### src/rtl/bridge_pkg.sv
// Package: shared size codes and E clock defaults for the 16-bit bus bridge.
// Assumes the processor's two-bit transfer size encoding given in the brief.
package bridge_pkg;
    typedef enum logic [1:0] {
        SZ_LONG  = 2'b00,
        SZ_BYTE  = 2'b01,
        SZ_WORD  = 2'b10,
        SZ_TRIPLE = 2'b11
    } xfer_size_e;

    localparam int unsigned E_DIV_DEF = 10;
    localparam int unsigned E_LOW_DEF = 6;
    localparam logic [2:0]  FC_IACK   = 3'b111;
endpackage

### src/rtl/lane_decode.sv
// Module: lane_decode
// Maps the 16-bit bus onto the processor's upper data lanes and passes the
// address through. It also decodes size and address bit 0 into byte strobes.
// Assumes the processor services a 16-bit port on lanes CPU_DW-1 downto
// CPU_DW-BUS_DW.
module lane_decode
    import bridge_pkg::*;
#(
    parameter int unsigned CPU_DW = 32,
    parameter int unsigned BUS_DW = 16,
    parameter int unsigned BUS_AW = 24
) (
    input  logic              clk,
    input  logic              rst_n,
    input  logic [BUS_AW-1:0] cpu_addr,
    input  logic              cpu_ds,
    input  logic [1:0]        cpu_siz,
    input  logic [BUS_DW-1:0] cpu_wdata_up,
    output logic [CPU_DW-1:0] cpu_rdata,
    output logic [BUS_AW-1:1] bus_addr,
    output logic [BUS_DW-1:0] bus_wdata,
    input  logic [BUS_DW-1:0] bus_rdata,
    output logic              bus_uds,
    output logic              bus_lds
);
    localparam int unsigned LANE_OFS = CPU_DW - BUS_DW;

    // Lane routing: the bus sits on the upper lanes; lower lanes read zero.
    genvar gi;
    generate
        for (gi = 0; gi < BUS_DW; gi++) begin : g_up
            assign bus_wdata[gi]           = cpu_wdata_up[gi];
            assign cpu_rdata[gi+LANE_OFS]  = bus_rdata[gi];
        end
        for (gi = 0; gi < LANE_OFS; gi++) begin : g_lo
            assign cpu_rdata[gi] = 1'b0;
        end
    endgenerate

    // Address pass-through for lines above bit 0.
    assign bus_addr = cpu_addr[BUS_AW-1:1];

    // Byte strobe decode, qualified by the data strobe.
    always_comb begin
        bus_uds = cpu_ds & ~cpu_addr[0];
        bus_lds = cpu_ds & (cpu_addr[0] | (cpu_siz != SZ_BYTE));
    end

    // a byte transfer drives exactly one lane.
    p_byte_one_lane_r3: assert property (@(posedge clk) disable iff (!rst_n)
        (cpu_ds && cpu_siz == SZ_BYTE) |-> $countones({bus_uds, bus_lds}) == 1);

    // no lane is strobed without the data strobe.
    p_no_strobe_idle_r4: assert property (@(posedge clk) disable iff (!rst_n)
        !cpu_ds |-> !(bus_uds || bus_lds));
endmodule

### src/rtl/port_ack.sv
// Module: port_ack
// Converts the legacy data acknowledge into a 16-bit port acknowledge.
// It also raises the autovector request in interrupt-acknowledge cycles.
// Assumes bus_dtack is only raised inside an active strobe.
module port_ack
    import bridge_pkg::*;
(
    input  logic       clk,
    input  logic       rst_n,
    input  logic       cpu_as,
    input  logic       cpu_ds,
    input  logic [2:0] cpu_fc,
    input  logic       bus_dtack,
    output logic       cpu_dsack1,
    output logic       cpu_dsack0,
    output logic       cpu_avec
);
    logic ack_q;

    // Register the acknowledge seen during an active strobe.
    always_ff @(posedge clk) begin
        if (!rst_n) ack_q <= 1'b0;
        else        ack_q <= cpu_as & cpu_ds & bus_dtack;
    end

    // Drop the acknowledge at once when the address strobe goes away.
    assign cpu_dsack1 = ack_q & cpu_as;
    assign cpu_dsack0 = 1'b0;

    // Autovector in interrupt-acknowledge space.
    assign cpu_avec = cpu_as & (cpu_fc == FC_IACK);

    // a rising acknowledge was caused by the legacy acknowledge.
    p_ack_from_dtack_r5: assert property (@(posedge clk) disable iff (!rst_n)
        $rose(cpu_dsack1) |-> $past(bus_dtack));
endmodule

### src/rtl/eclk_gen.sv
// Module: eclk_gen
// Generates the free-running E clock for slow peripherals and the VMA
// qualifier that covers one whole E period.
// Assumes that a request is withdrawn before its VMA window ends.
module eclk_gen #(
    parameter int unsigned E_DIV = 10,
    parameter int unsigned E_LOW = 6
) (
    input  logic clk,
    input  logic rst_n,
    input  logic req_in,
    output logic eclk,
    output logic vma
);
    localparam int unsigned CNT_W = $clog2(E_DIV);
    localparam logic [CNT_W-1:0] LAST  = CNT_W'(E_DIV - 1);
    localparam logic [CNT_W-1:0] LOW_N = CNT_W'(E_LOW);
    localparam logic [CNT_W-1:0] HI_N  = CNT_W'(E_DIV - E_LOW);

    logic [CNT_W-1:0] ecnt;
    logic             req_q;
    logic             wrap;
    logic             pend;

    assign wrap = (ecnt == LAST);
    assign pend = req_q | req_in;
    assign eclk = (ecnt >= LOW_N);

    // Free-running phase counter.
    always_ff @(posedge clk) begin
        if (!rst_n)    ecnt <= '0;
        else if (wrap) ecnt <= '0;
        else           ecnt <= ecnt + 1'b1;
    end

    // Hold a request until the next E low phase starts.
    always_ff @(posedge clk) begin
        if (!rst_n)            req_q <= 1'b0;
        else if (vma)          req_q <= 1'b0;
        else if (wrap)         req_q <= 1'b0;
        else                   req_q <= pend;
    end

    // Open the window on E fall, close it on the following E fall.
    always_ff @(posedge clk) begin
        if (!rst_n)            vma <= 1'b0;
        else if (wrap && vma)  vma <= 1'b0;
        else if (wrap && pend) vma <= 1'b1;
    end

    // Count high and low phase lengths for the checks below.
    logic [CNT_W-1:0] hi_len, lo_len;
    always_ff @(posedge clk) begin
        if (!rst_n) begin
            hi_len <= '0;
            lo_len <= '0;
        end else begin
            hi_len <= eclk ? hi_len + 1'b1 : '0;
            lo_len <= eclk ? '0 : lo_len + 1'b1;
        end
    end

    // the high phase has its full length.
    p_e_high_len_r8: assert property (@(posedge clk) disable iff (!rst_n)
        $fell(eclk) |-> hi_len == HI_N);
    // the low phase has its full length.
    p_e_low_len_r8: assert property (@(posedge clk) disable iff (!rst_n)
        $rose(eclk) |-> lo_len == LOW_N);
    // VMA opens on an E fall.
    p_vma_open_r9: assert property (@(posedge clk) disable iff (!rst_n)
        $rose(vma) |-> $fell(eclk));
    // VMA closes on an E fall.
    p_vma_close_r9: assert property (@(posedge clk) disable iff (!rst_n)
        $fell(vma) |-> $fell(eclk));
endmodule

### src/rtl/bus16_bridge.sv
// Module: bus16_bridge (top)
// Bridges a 32-bit processor with dynamic bus sizing onto a 16-bit
// asynchronous bus. It routes lanes and strobes, acknowledges every cycle
// as a 16-bit port, and drives E/VMA. Assumes active-high signalling inside
// the block.
module bus16_bridge
    import bridge_pkg::*;
#(
    parameter int unsigned CPU_DW     = 32,
    parameter int unsigned BUS_DW     = 16,
    parameter int unsigned BUS_AW     = 24,
    parameter int unsigned E_DIV      = E_DIV_DEF,
    parameter int unsigned E_LOW      = E_LOW_DEF,
    parameter bit          INVERT_CLK = 1'b0
) (
    input  logic              clk,
    input  logic              rst_n,
    output logic              cpu_clk,
    input  logic [BUS_AW-1:0] cpu_addr,
    input  logic              cpu_as,
    input  logic              cpu_ds,
    input  logic              cpu_rw,
    input  logic [1:0]        cpu_siz,
    input  logic [2:0]        cpu_fc,
    input  logic [BUS_DW-1:0] cpu_wdata_up,
    output logic [CPU_DW-1:0] cpu_rdata,
    output logic              cpu_dsack1,
    output logic              cpu_dsack0,
    output logic              cpu_avec,
    output logic [BUS_AW-1:1] bus_addr,
    output logic              bus_as,
    output logic              bus_rw,
    output logic              bus_uds,
    output logic              bus_lds,
    output logic [BUS_DW-1:0] bus_wdata,
    input  logic [BUS_DW-1:0] bus_rdata,
    input  logic              bus_dtack,
    input  logic              bus_vpa_sel,
    output logic              bus_eclk,
    output logic              bus_vma
);
    // Processor clock, inverted when the build option asks for it.
    generate
        if (INVERT_CLK) begin : g_inv
            assign cpu_clk = ~clk;
        end else begin : g_pass
            assign cpu_clk = clk;
        end
    endgenerate

    // Control pass-through.
    assign bus_as = cpu_as;
    assign bus_rw = cpu_rw;

    lane_decode #(
        .CPU_DW(CPU_DW), .BUS_DW(BUS_DW), .BUS_AW(BUS_AW)
    ) lanes_i (
        .clk(clk), .rst_n(rst_n),
        .cpu_addr(cpu_addr), .cpu_ds(cpu_ds), .cpu_siz(cpu_siz),
        .cpu_wdata_up(cpu_wdata_up), .cpu_rdata(cpu_rdata),
        .bus_addr(bus_addr), .bus_wdata(bus_wdata), .bus_rdata(bus_rdata),
        .bus_uds(bus_uds), .bus_lds(bus_lds)
    );

    port_ack ack_i (
        .clk(clk), .rst_n(rst_n),
        .cpu_as(cpu_as), .cpu_ds(cpu_ds), .cpu_fc(cpu_fc),
        .bus_dtack(bus_dtack),
        .cpu_dsack1(cpu_dsack1), .cpu_dsack0(cpu_dsack0), .cpu_avec(cpu_avec)
    );

    eclk_gen #(
        .E_DIV(E_DIV), .E_LOW(E_LOW)
    ) eclk_i (
        .clk(clk), .rst_n(rst_n),
        .req_in(bus_vpa_sel & cpu_as),
        .eclk(bus_eclk), .vma(bus_vma)
    );
endmodule

### config.mk
export PLATFORM = sky130hd
export DESIGN_NAME = bus16_bridge
export DESIGN_NICKNAME = d
export VERILOG_FILES = /design/src/rtl/bridge_pkg.sv /design/src/rtl/lane_decode.sv /design/src/rtl/port_ack.sv /design/src/rtl/eclk_gen.sv /design/src/rtl/bus16_bridge.sv
export SDC_FILE = /design/constraint.sdc
export NUM_CORES = 1
export LEC_CHECK = 0
export ABC_AREA = 1
export CAP_MARGIN = 0
export CELL_PAD_IN_SITES_DETAIL_PLACEMENT = 0
export CELL_PAD_IN_SITES_GLOBAL_PLACEMENT = 2
export CORE_MARGIN = 2
export CORE_UTILIZATION = 22
export DETAILED_ROUTE_END_ITERATION = 10
export DONT_BUFFER_PORTS = 1
export HOLD_SLACK_MARGIN = 0.03
export PLACE_DENSITY_LB_ADDON = 0.1
export SLEW_MARGIN = 20
export SYNTH_ARGS = -nofsm -noshare
export SYNTH_HDL_FRONTEND = slang
export SYNTH_SLANG_ARGS = --single-unit
export TNS_END_PERCENT = 50
### constraint.sdc
create_clock -name clk -period 1 [get_ports clk]
set_clock_uncertainty 0.1 [all_clocks]
set_input_delay 0.15 -clock clk [delete_from_list [all_inputs] [get_ports clk]]
set_output_delay 0.15 -clock clk [all_outputs]
set_load 0.05 [all_outputs]
==> After elaboration in Yosys (flattened, before gate mapping) <==
Cells that the tools add are included.
{ "op_classes": {"add_sub_neg": 1, "bitwise": 11, "eq_ne": 3, "order_cmp": 1, "reduce_logical": 5} }
{ "op_table": {"columns": ["op", "count"], "rows": [
  ["$and 1x1->1", 7],
  ["$add 4x1->4 const B", 1],
  ["$eq 4x4->1 const B", 1],
  ["$ge 4x3->1 const B", 1],
  ["$reduce_or 2->1", 2],
  ["$eq 3x3->1 const B", 1],
  ["$reduce_or 3->1", 1],
  ["$logic_and 1x1->1", 2],
  ["$ne 2x1->1 const B", 1],
  ["$not 1->1", 2],
  ["$or 1x1->1", 2]
]} }
{ "word_totals": {"regBits": 7, "elab_cells": 25} }

==> Longest topological paths before layout <==
Gate-level depths: netlist of the first run.
{ "logic_depth": {"word_depth": 3, "ltp_mapped": 7} }

==> By module <==
From an unflattened synthesis of the first run, not the netlist that was laid out.
{ "hier_totals": {"cells_unflattened": 129, "area_unflattened_um2": 955.9} }
{ "by_module_without_submodules": {"columns": ["mod", "cells_per_inst", "area_per_inst_um2", "n_inst", "seq_area_each_um2"], "rows": [
  ["lane_decode", 79, 569.3, 1, 0.0],
  ["eclk_gen", 34, 295.3, 1, 120.1],
  ["port_ack", 11, 61.3, 1, 20.0],
  ["bus16_bridge", 5, 30.0, 1, 0.0]
]} }

==> results of run 1 <==
[cell usage after synthesis]
master    n
a21oi_1   2
buf_4    75
buf_6     1
conb_1    1
dfxtp_1   7
ha_1      3
inv_1     9
nand2_1  12
nand2_2   1
nand3_1   2
nand4_1   1
nor2_1    7
nor2_2    1
nor3_2    1
o21ai_4   1
o31ai_1   1
xnor2_1   1
[flip-flops by register name, summed over array words and instances, names as in the netlist]
signal / count
eclk_i.req_q: 1
eclk_i.ecnt: 4
ack_i.ack_q: 1
eclk_i.vma: 1
[worst max-delay path, cell delays in order, from the launching register on]
cell and delay [ns]:
dfxtp_4 0.36, buf_4 0.13, nand2_1 0.09, nand3_4 0.17
[power breakdown]
group	leakage, nW	total [mW]	internal [mW]	switching, mW
clock network	0.0255	0.397	0.270	0.127
logic	0.284	0.304	0.0768	0.227
registers	0.0594	0.310	0.294	0.0162
total	0.369	1.01	0.641	0.371
[area by class of cell]
type	count	area share
Clock buffer	3	0.0543
Clock inverter	1	0.00658
Inverter	9	0.0444
Multi-Input combinational cell	50	0.414
Sequential cell	7	0.197
Tap cell	50	0.0822
Timing Repair Buffer	14	0.201
[repair_timing]
| action | 4_1_cts | 5_1_grt |
|---|---|---|
| pin swaps | 5 | 2 |
| hold buffers | 4 | 0 |
| setup endpoints to repair | 9 | 9 |
| gates resized for setup | 10 | 4 |
| cloned | 0 | 0 |
| endpoints found under the hold margin | 7 | 0 |
| buffers inserted | 1 | 0 |
[final timing paths]
| kind | start | endpoint | slack [ns] | cells past startpoint |
|---|---|---|---|---|
| worst max-delay path | eclk_i.ecnt[1] | bus_eclk | -0.23 | 3 |
| worst min-delay path | clk | cpu_clk | 0.05 | 0 |
| worst max register to register | eclk_i.ecnt[0] | eclk_i.ecnt[3] | -0.12 | 5 |
| worst min register to register | eclk_i.vma | eclk_i.req_q | 0.37 | 1 |
[cells by family (layout without fill, tap and decap cells)]
kind of cell,after synthesis,in the layout,synth area share
xor+xnor,1,1,0.00930
other cells,1,17,0.00398
compound gates,4,4,0.0359
simple gates,25,25,0.117
buf+inv,85,27,0.645
fa+ha+maj,3,3,0.0398
flops,7,7,0.149
[metal layers]
| layer | global-route usage | wire length, microns | up-vias |
|---|---|---|---|
| li1 | - | - | 204 |
| met1 | 0.0515 | 469 | 220 |
| met2 | 0.0726 | 537 | 46 |
| met3 | 0.0480 | 240 | 15 |
| met4 | 0.0436 | 54 | 0 |
| met5 | 0 | 0 | - |
==> impl_metrics.py, run 1 <==
metrics = {
    "outcome": {
        "status": "finished with violations",
        "failed_checks": "negative setup slack",
    },
    "power": {
        "p_per_area_nw_per_um2": 1330,
        "p_leak_nw": 0.369,
        "ir_worst_vdd_mv": 0.364,
        "p_total_mw": 1.01,
    },
    "global_routing": {
        "gr-total-overflow": 0,
        "grt_start_max_net_pins": 7,
        "antenna_found_initial": 0,
        "grt_pass1_vias": 420,
        "grt_pass1_wl_mm": 2.03,
        "grt_use_total": 0.0542,
    },
    "clocking": {
        "cts_sinks": 7,
        "cts_tree": "done",
        "cts_max_level": 1,
        "cts_max_path_buffers": 2,
        "cts_root_buf": "clkbuf_8",
        "cts_buffers": 3,
        "clk_pin_slew_ns": 0.05,
        "clk-insertion-delay-late_ns": 0.23,
    },
    "worst_setup_path": {
        "crit_arrival_ns": 0.98,
        "crit_path_start_kind": "flop",
        "crit_path_end_kind": "primary output",
        "path_max_fanout": 4,
        "required_ns": 0.75,
        "path_class": "reg -> out",
    },
    "timing": {
        "fmax_mhz": 815,
        "setup_ws_ns": -0.228,
        "finalCritPeriodShare": 1.23,
        "rsz0062_at_grt": "true",
        "final-setup-viol-count": 8,
        "timing.final.hold_violations": 0,
        "maxSlewViolCount": 0,
        "final.min_clock_period_ns": 1.23,
        "tns_ns": -0.953,
        "hold_ws_ns": 0.0501,
    },
    "synthesis": {
        "synth-warning-count": 0,
        "synth.ff_latch_count": 7,
        "syn_area_sq_um": 942,
        "yosysSeqAreaShare": 0.149,
        "yosys.area.top_type": "buf_4",
        "synthCells": 126,
        "netlist.area_leader.share": 0.598,
        "yosysUniqueCellTypes": 17,
        "ys_top_cells_by_area": "buf_4 (60%), dfxtp_1 (15%), nand2_1 (4.8%), ha_1 (4.0%), inv_1 (3.6%)",
        "avgSynthCellArea_sq_um": 7.48,
    },
    "route": {
        "drc": 0,
        "routed_via_density": 3.62,
        "drt_first_pass_iters": 3,
        "vias": 485,
        "routedWlPerCell_microns": 9.72,
        "ant_nets": 0,
        "first_iter_violations": 5,
        "route.final.wire_length_mm": 1.30,
    },
    "floorplanning": {
        "num_rows": 23,
        "die_w_microns": 69.4,
        "start_util": 0.232,
        "core_sq_um": 4060,
        "ios": 149,
        "die-area_sq_um": 4820,
        "die_y_microns": 69.4,
    },
    "final_layout": {
        "utilization": 0.187,
        "fin_nets": 156,
        "seq_area_sq_um": 150,
        "final_common_cell": "conb_1",
        "diodes": 0,
        "drive_above_1_share": 0.357,
        "fillerInstances": 457,
        "finalInstanceArea_sq_um": 761,
        "final_cell_mix": "conb_1 (17), nand2_1 (11), inv_1 (7), buf_4 (7), nor2_1 (6)",
        "stdcell_count": 134,
        "syn_to_final_growth_pct": -19.3,
        "multi_input_area_sq_um": 315,
    },
    "placed_design": {
        "dp_hpwl_mm": 1.05,
        "dp.cells": 125,
        "post-place-ws_ns": -0.0969,
        "gp_congestion": 0.672,
        "dpl_cell_area_sq_um": 614,
        "io_buffers": 0,
    },
    "job": {
        "max_cap_violations": 0,
    },
    "min_path": {
        "hp-class": "clk -> out",
    },
}
Note: power is estimated with default switching activity, not from simulation.
==> inputs of run 2 (changes only) <==
--- a/config.mk
+++ b/config.mk
@@ -5,7 +5,6 @@
 export SDC_FILE = /design/constraint.sdc
 export NUM_CORES = 1
 export LEC_CHECK = 0
-export ABC_AREA = 1
 export CAP_MARGIN = 0
 export CELL_PAD_IN_SITES_DETAIL_PLACEMENT = 0
 export CELL_PAD_IN_SITES_GLOBAL_PLACEMENT = 2
==> run 2 against run 1 <==
Compared with the run above: the run still ends with negative setup slack left; via count down 7.8%; sequential share of layout area down 0.70 points; register-to-register slack worse by 0.20 ns; critical endpoint is now eclk_i.vma; combinational power up 7.2%.
==> impl_metrics.py, run 2 <==
metrics = {
    "min_path": {
        "whs_endpoint": "eclk_i.ecnt[3]",
        "min_from": "rst_n",
        "holdPathStages": 3,
        "hp-class": "in -> reg",
    },
    "synthesis": {
        "syn_area_sq_um": 882,
        "synth-edff-count": 0,
        "synth-warning-count": 0,
        "synth_ff_type": "dfxtp_1",
        "ys_top_cells_by_area": "buf_4 (64%), dfxtp_1 (16%), ha_1 (4.3%), and4_1 (2.0%), o21ai_0 (1.7%)",
        "yosysSeqAreaShare": 0.159,
        "ys_top_cells_by_count": "buf_4 (75), dfxtp_1 (7), nor2_1 (4)",
        "yosysMostFrequentCell": "buf_4",
        "avgSynthCellArea_sq_um": 8.02,
        "yosysUniqueCellTypes": 20,
        "synth.ff_latch_count": 7,
        "netlist.area_leader.share": 0.638,
        "ys_async_sr_fraction": 0,
        "yosys.area.top_type": "buf_4",
        "synthCells": 110,
    },
    "worst_setup_path": {
        "path_cells": "buf_6 -> ha_4 -> nand2_4 -> or4_1 -> a21boi_1",
        "r2r_slack_ns": -0.32,
        "required_ns": 1.05,
        "max_stage_delay_ns": 0.40,
        "crit_path_end_kind": "flop",
        "timing.rr.start": "eclk_i.ecnt[0]",
        "worst_path_max_delay_cell": "or4_1",
        "reg2reg_depth": 5,
        "path_max_fanout": 3,
        "crit_path_start_kind": "flop",
        "path_class": "reg -> reg",
        "rr_endpoint": "eclk_i.vma",
        "crit_arrival_ns": 1.37,
    },
    "route": {
        "ant_nets": 0,
        "routed_via_density": 3.63,
        "route.final.wire_length_mm": 1.33,
        "drt_first_pass_iters": 2,
        "drc": 0,
        "first_iter_violations": 7,
        "vias": 447,
        "routedWlPerCell_microns": 10.8,
    },
    "clocking": {
        "cts_max_path_buffers": 2,
        "cts_tree": "done",
        "clk-insertion-delay-late_ns": 0.23,
        "cts_root_buf": "clkbuf_8",
        "cts_sinks": 7,
        "clk_pin_slew_ns": 0.04,
        "cts_buffers": 3,
        "cts_max_level": 1,
    },
    "placed_design": {
        "dpl_cell_area_sq_um": 596,
        "dp.cells": 113,
        "gp_congestion": 0.665,
        "dp_hpwl_mm": 1.02,
        "post-place-ws_ns": -0.281,
        "io_buffers": 0,
    },
    "global_routing": {
        "grt.busiest_layer": "met2",
        "gr-total-overflow": 0,
        "grt_pass1_wl_mm": 1.66,
        "grt_use_met3": 0.0633,
        "grt_pass1_vias": 368,
        "antenna_found_initial": 0,
        "grt_use_total": 0.0524,
        "grt_use_met1": 0.0470,
        "met2_usage": 0.0644,
        "grt_start_max_net_pins": 6,
    },
    "floorplanning": {
        "num_rows": 23,
        "die-area_sq_um": 4530,
        "die_y_microns": 67.3,
        "ios": 149,
        "start_util": 0.224,
        "die_w_microns": 67.3,
        "core_sq_um": 3940,
    },
    "power": {
        "p_total_mw": 1.03,
        "ir_worst_vdd_mv": 0.451,
        "p_leak_nw": 0.335,
        "p_per_area_nw_per_um2": 1320,
    },
    "final_layout": {
        "stdcell_count": 123,
        "drive_above_1_share": 0.452,
        "syn_to_final_growth_pct": -11.3,
        "final_common_cell": "conb_1",
        "largest_reg_flops": 4,
        "utilization": 0.198,
        "regMostFlops": "eclk_i.ecnt",
        "finalInstanceArea_sq_um": 782,
        "diodes": 0,
        "final_cell_mix": "conb_1 (17), buf_4 (8), dfxtp_1 (4), dlygate4sd3_1 (4)",
        "fin_nets": 145,
    },
    "timing": {
        "maxSlewViolCount": 0,
        "setup_ws_ns": -0.324,
        "hold_ws_ns": 0.0366,
        "final-setup-viol-count": 8,
        "timing.final.hold_violations": 0,
        "final.min_clock_period_ns": 1.32,
        "finalCritPeriodShare": 1.32,
        "tns_ns": -1.51,
        "fmax_mhz": 755,
        "rsz0062_at_grt": "true",
    },
    "outcome": {
        "status": "finished with violations",
        "failed_checks": "negative setup slack",
    },
    "job": {
        "max_cap_violations": 0,
    },
}
run 2: cell count changes after synthesis, moves of 2 or more:
cell     previous run  this run
inv_1               9         3
o21ai_0             0         3
and4_1              0         2
nand2_1            12         1
nor2_1              7         4
run 2: repair_timing:
action                     CTS  global route
setup endpoints to repair    9             8
hold endpoints to repair     2             0
pin swaps                    4             5
setup buffers                2             0
resized for setup           11             8
hold buffers                 4             0
run 2: final cells by class:
type | count | area (sq um)
Fill cell | 433 | 3160
Tap cell | 50 | 62.6
Inverter | 3 | 11.3
Multi-Input combinational cell | 41 | 320
Clock buffer | 4 | 45.0
Sequential cell | 7 | 149
Timing Repair Buffer | 18 | 194
run 2: cells by family (layout without fill, tap and decap cells):
group,Yosys count,count (layout),share of synthesized area
DFF,7,7,0.159
xor gates and xnor gates,2,2,0.0199
adders and majority gates,3,3,0.0426
other,1,17,0.00425
buffers and inverters,78,25,0.651
AOI/OAI and AO/OA,6,6,0.0411
and+or+nand+nor,13,13,0.0823
run 2: worst max-delay path by stage:
| stage | from | to | slack, ns | cells after the start |
|---|---|---|---|---|
| after global placement | eclk_i.ecnt[1] | eclk_i.req_q | -0.24 | 6 |
| after global routing | eclk_i.ecnt[0] | eclk_i.vma | -0.38 | 5 |
| after floorplan | eclk_i.ecnt[1] | eclk_i.vma | -0.22 | 5 |
| final | eclk_i.ecnt[0] | eclk_i.vma | -0.32 | 5 |
| after detailed placement | eclk_i.ecnt[1] | eclk_i.req_q | -0.28 | 6 |
| after CTS | eclk_i.ecnt[0] | bus_eclk | -0.33 | 4 |
run 2: worst max-delay path: cells and delay by family (launching register included):
| kind | cells | cell delay, ns |
|---|---|---|
| AOI/OAI and AO/OA | 1 | 0.12 |
| and+or+nand+nor | 2 | 0.45 |
| DFF | 1 | 0.35 |
| adders and majority gates | 1 | 0.13 |
| buffers and inverters | 1 | 0.10 |
run 2: per-layer routing:
metal / routed length, microns / share of wire / vias up
li1: - / - / 176
met2: 571 / 0.43 / 63
met1: 429 / 0.32 / 195
met4: 40 / 0.030 / 0
met3: 284 / 0.21 / 13
met5: 0 / 0 / -
run 2: report_power, final:
group	switching [mW]	leakage, nW	internal (mW)
Combinational	0.228	0.253	0.0975
Sequential	0.0125	0.0590	0.293
Clock	0.124	0.0228	0.276
==> inputs of run 3 (changes only) <==
--- a/config.mk
+++ b/config.mk
@@ -17,5 +17,6 @@
 export SLEW_MARGIN = 20
 export SYNTH_ARGS = -nofsm -noshare
 export SYNTH_HDL_FRONTEND = slang
+export SYNTH_HIERARCHICAL = 1
 export SYNTH_SLANG_ARGS = --single-unit
 export TNS_END_PERCENT = 50
==> run 3 against run 2 <==
Compared with the run above: the run still ends with negative setup slack left; final area shrank 0.32%; area after synthesis rose by 2.6%; sequential share of layout area up 0.061 points; power down 1.1%; critical path depth is 1 lower; routed wire length decreased by 5.8%; hold slack better by 0.014 ns; flip-flop and latch count is the same; combinational power about the same; global-route usage shrank 0.73 points; critical path type is now reg -> out; critical endpoint is now bus_eclk.
==> impl_metrics.py, run 3 <==
metrics = {
    "global_routing": {
        "antenna_found_initial": 0,
        "grt_pass1_wl_mm": 1.48,
        "gr-total-overflow": 0,
        "grt_pass1_vias": 353,
        "grt_use_total": 0.0451,
        "grt_start_max_net_pins": 6,
    },
    "power": {
        "p_per_area_nw_per_um2": 1310,
        "p_leak_nw": 0.350,
        "ir_worst_vdd_mv": 0.270,
        "p_total_mw": 1.02,
    },
    "worst_setup_path": {
        "crit_arrival_ns": 1.03,
        "crit_path_start_kind": "flop",
        "required_ns": 0.75,
        "max_stage_delay_ns": 0.35,
        "path_cells": "inv_2 -> ha_4 -> o21ai_4 -> nand2b_4",
        "worst_path_max_delay_cell": "dfxtp_4",
        "path_class": "reg -> out",
        "crit_path_end_kind": "primary output",
        "path_max_fanout": 2,
        "r2r_slack_ns": -0.28,
    },
    "floorplanning": {
        "start_util": 0.228,
        "ios": 149,
        "die-area_sq_um": 4640,
        "die_y_microns": 68.1,
        "die_w_microns": 68.1,
        "core_sq_um": 3970,
        "num_rows": 23,
    },
    "timing": {
        "timing.final.hold_violations": 0,
        "fmax_mhz": 780,
        "finalCritPeriodShare": 1.28,
        "rsz0062_at_grt": "true",
        "setup_ws_ns": -0.282,
        "maxSlewViolCount": 0,
        "final.min_clock_period_ns": 1.28,
        "tns_ns": -1.66,
        "final-setup-viol-count": 8,
    },
    "final_layout": {
        "diodes": 0,
        "syn_to_final_growth_pct": -13.8,
        "stdcell_count": 123,
        "final_common_cell": "conb_1",
        "drive_above_1_share": 0.479,
        "fin_nets": 145,
        "finalInstanceArea_sq_um": 779,
        "largest_reg_flops": 4,
        "regMostFlops": "eclk_i/ecnt",
        "final_cell_mix": "conb_1 (17), buf_4 (7), dfxtp_1 (4), dlygate4sd3_1 (4), buf_6 (4)",
    },
    "job": {
        "max_cap_violations": 0,
    },
    "clocking": {
        "cts_buffers": 3,
        "cts_root_buf": "clkbuf_8",
        "cts_sinks": 7,
        "cts_max_path_buffers": 2,
        "cts_tree": "done",
        "clk_pin_slew_ns": 0.04,
        "clk-insertion-delay-late_ns": 0.22,
        "cts_max_level": 1,
    },
    "route": {
        "routedWlPerCell_microns": 10.1,
        "vias": 419,
        "routed_via_density": 3.41,
        "ant_nets": 0,
        "first_iter_violations": 3,
        "drc": 0,
        "drt_first_pass_iters": 3,
        "route.final.wire_length_mm": 1.25,
    },
    "placed_design": {
        "dp.cells": 113,
        "io_buffers": 0,
        "dp_hpwl_microns": 894,
        "dpl_cell_area_sq_um": 598,
        "gp_congestion": 0.618,
    },
    "synthesis": {
        "yosysMostFrequentCell": "buf_4",
        "yosysSeqAreaShare": 0.155,
        "yosysUniqueCellTypes": 21,
        "ys_top_cells_by_count": "buf_4 (75), dfxtp_1 (7), nor2_1 (5), ha_1 (3), inv_1 (3)",
        "synth-warning-count": 6,
        "synth.ff_latch_count": 7,
        "avgSynthCellArea_sq_um": 8.08,
        "syn_area_sq_um": 905,
        "ys_top_cells_by_area": "buf_4 (62%), dfxtp_1 (15%), ha_1 (4.1%), nand3b_4 (2.2%), nor2_1 (2.1%)",
        "synth-edff-count": 0,
        "synth_ff_type": "dfxtp_1",
        "netlist.area_leader.share": 0.622,
        "yosys.area.top_type": "buf_4",
        "synthCells": 112,
        "ys_async_sr_fraction": 0,
    },
    "outcome": {
        "failed_checks": "negative setup slack",
        "status": "finished with violations",
    },
    "min_path": {
        "hp-class": "clk -> out",
    },
}
-- run 3: final cells by class --
type / count / area [sq um]
Inverter: 3 / 11.3
Sequential cell: 7 / 149
Timing Repair Buffer: 17 / 178
Multi-Input combinational cell: 42 / 334
Fill cell: 438 / 3190
Clock buffer: 4 / 45.0
Tap cell: 50 / 62.6
-- run 3: timing repair --
item / 4_1_cts / 5_1_grt
hold buffers: 4 / 0
pin swaps: 5 / 4
buffers inserted: 1 / 1
cloned: 0 / 0
endpoints found under the hold margin: 3 / 0
resized for setup: 9 / 12
endpoints found under the setup margin: 9 / 9
-- run 3: path summary, 6_finish.rpt --
check,from,end,depth (start not counted)
min,clk,cpu_clk,0
min reg2reg,eclk_i/req_q,eclk_i/req_q,2
max reg2reg,eclk_i/ecnt[0],eclk_i/vma,5
max,eclk_i/ecnt[0],bus_eclk,4
-- run 3: cells by family (layout without fill, tap and decap cells) --
group | Yosys count | count (layout) | share of synthesized area
other | 2 | 17 | 0.00830
DFF | 7 | 7 | 0.155
adders and majority gates | 3 | 3 | 0.0415
and+or+nand+nor | 17 | 17 | 0.118
xor gates and xnor gates | 2 | 2 | 0.0194
buffers and inverters | 78 | 24 | 0.635
AOI/OAI and AO/OA | 3 | 3 | 0.0235
-- run 3: report_power, final --
part,switching [mW],internal [mW]
Combinational,0.227,0.0963
Sequential,0.0135,0.295
Clock,0.112,0.275
Total,0.353,0.666
-- run 3: per-stage QoR --
stage / util / hold slack, ns / worst slack, ns
detailed placement: 0.151 / 0.0500 / -0.218
finish: 0.196 / 0.0504 / -0.282
floorplan: - / 0.201 / -0.175
CTS: 0.182 / 0.0503 / -0.302
global route: 0.196 / 0.0504 / -0.341
global placement: 0.151 / 0.0500 / -0.205
-- run 3: worst max-delay path, delay by kind of cell (launching register included) --
family          cells  cell delay (ns)
flops               1             0.35
simple gates        1             0.14
buf+inv             1             0.04
fa+ha+maj           1             0.15
compound gates      1             0.13
-- run 3: per-layer routing --
layer / track usage / wire length (microns)
met1: 0.0365 / 339
met2: 0.0522 / 652
met3: 0.0296 / 174
met4: 0.0850 / 82
met5: 0 / 0
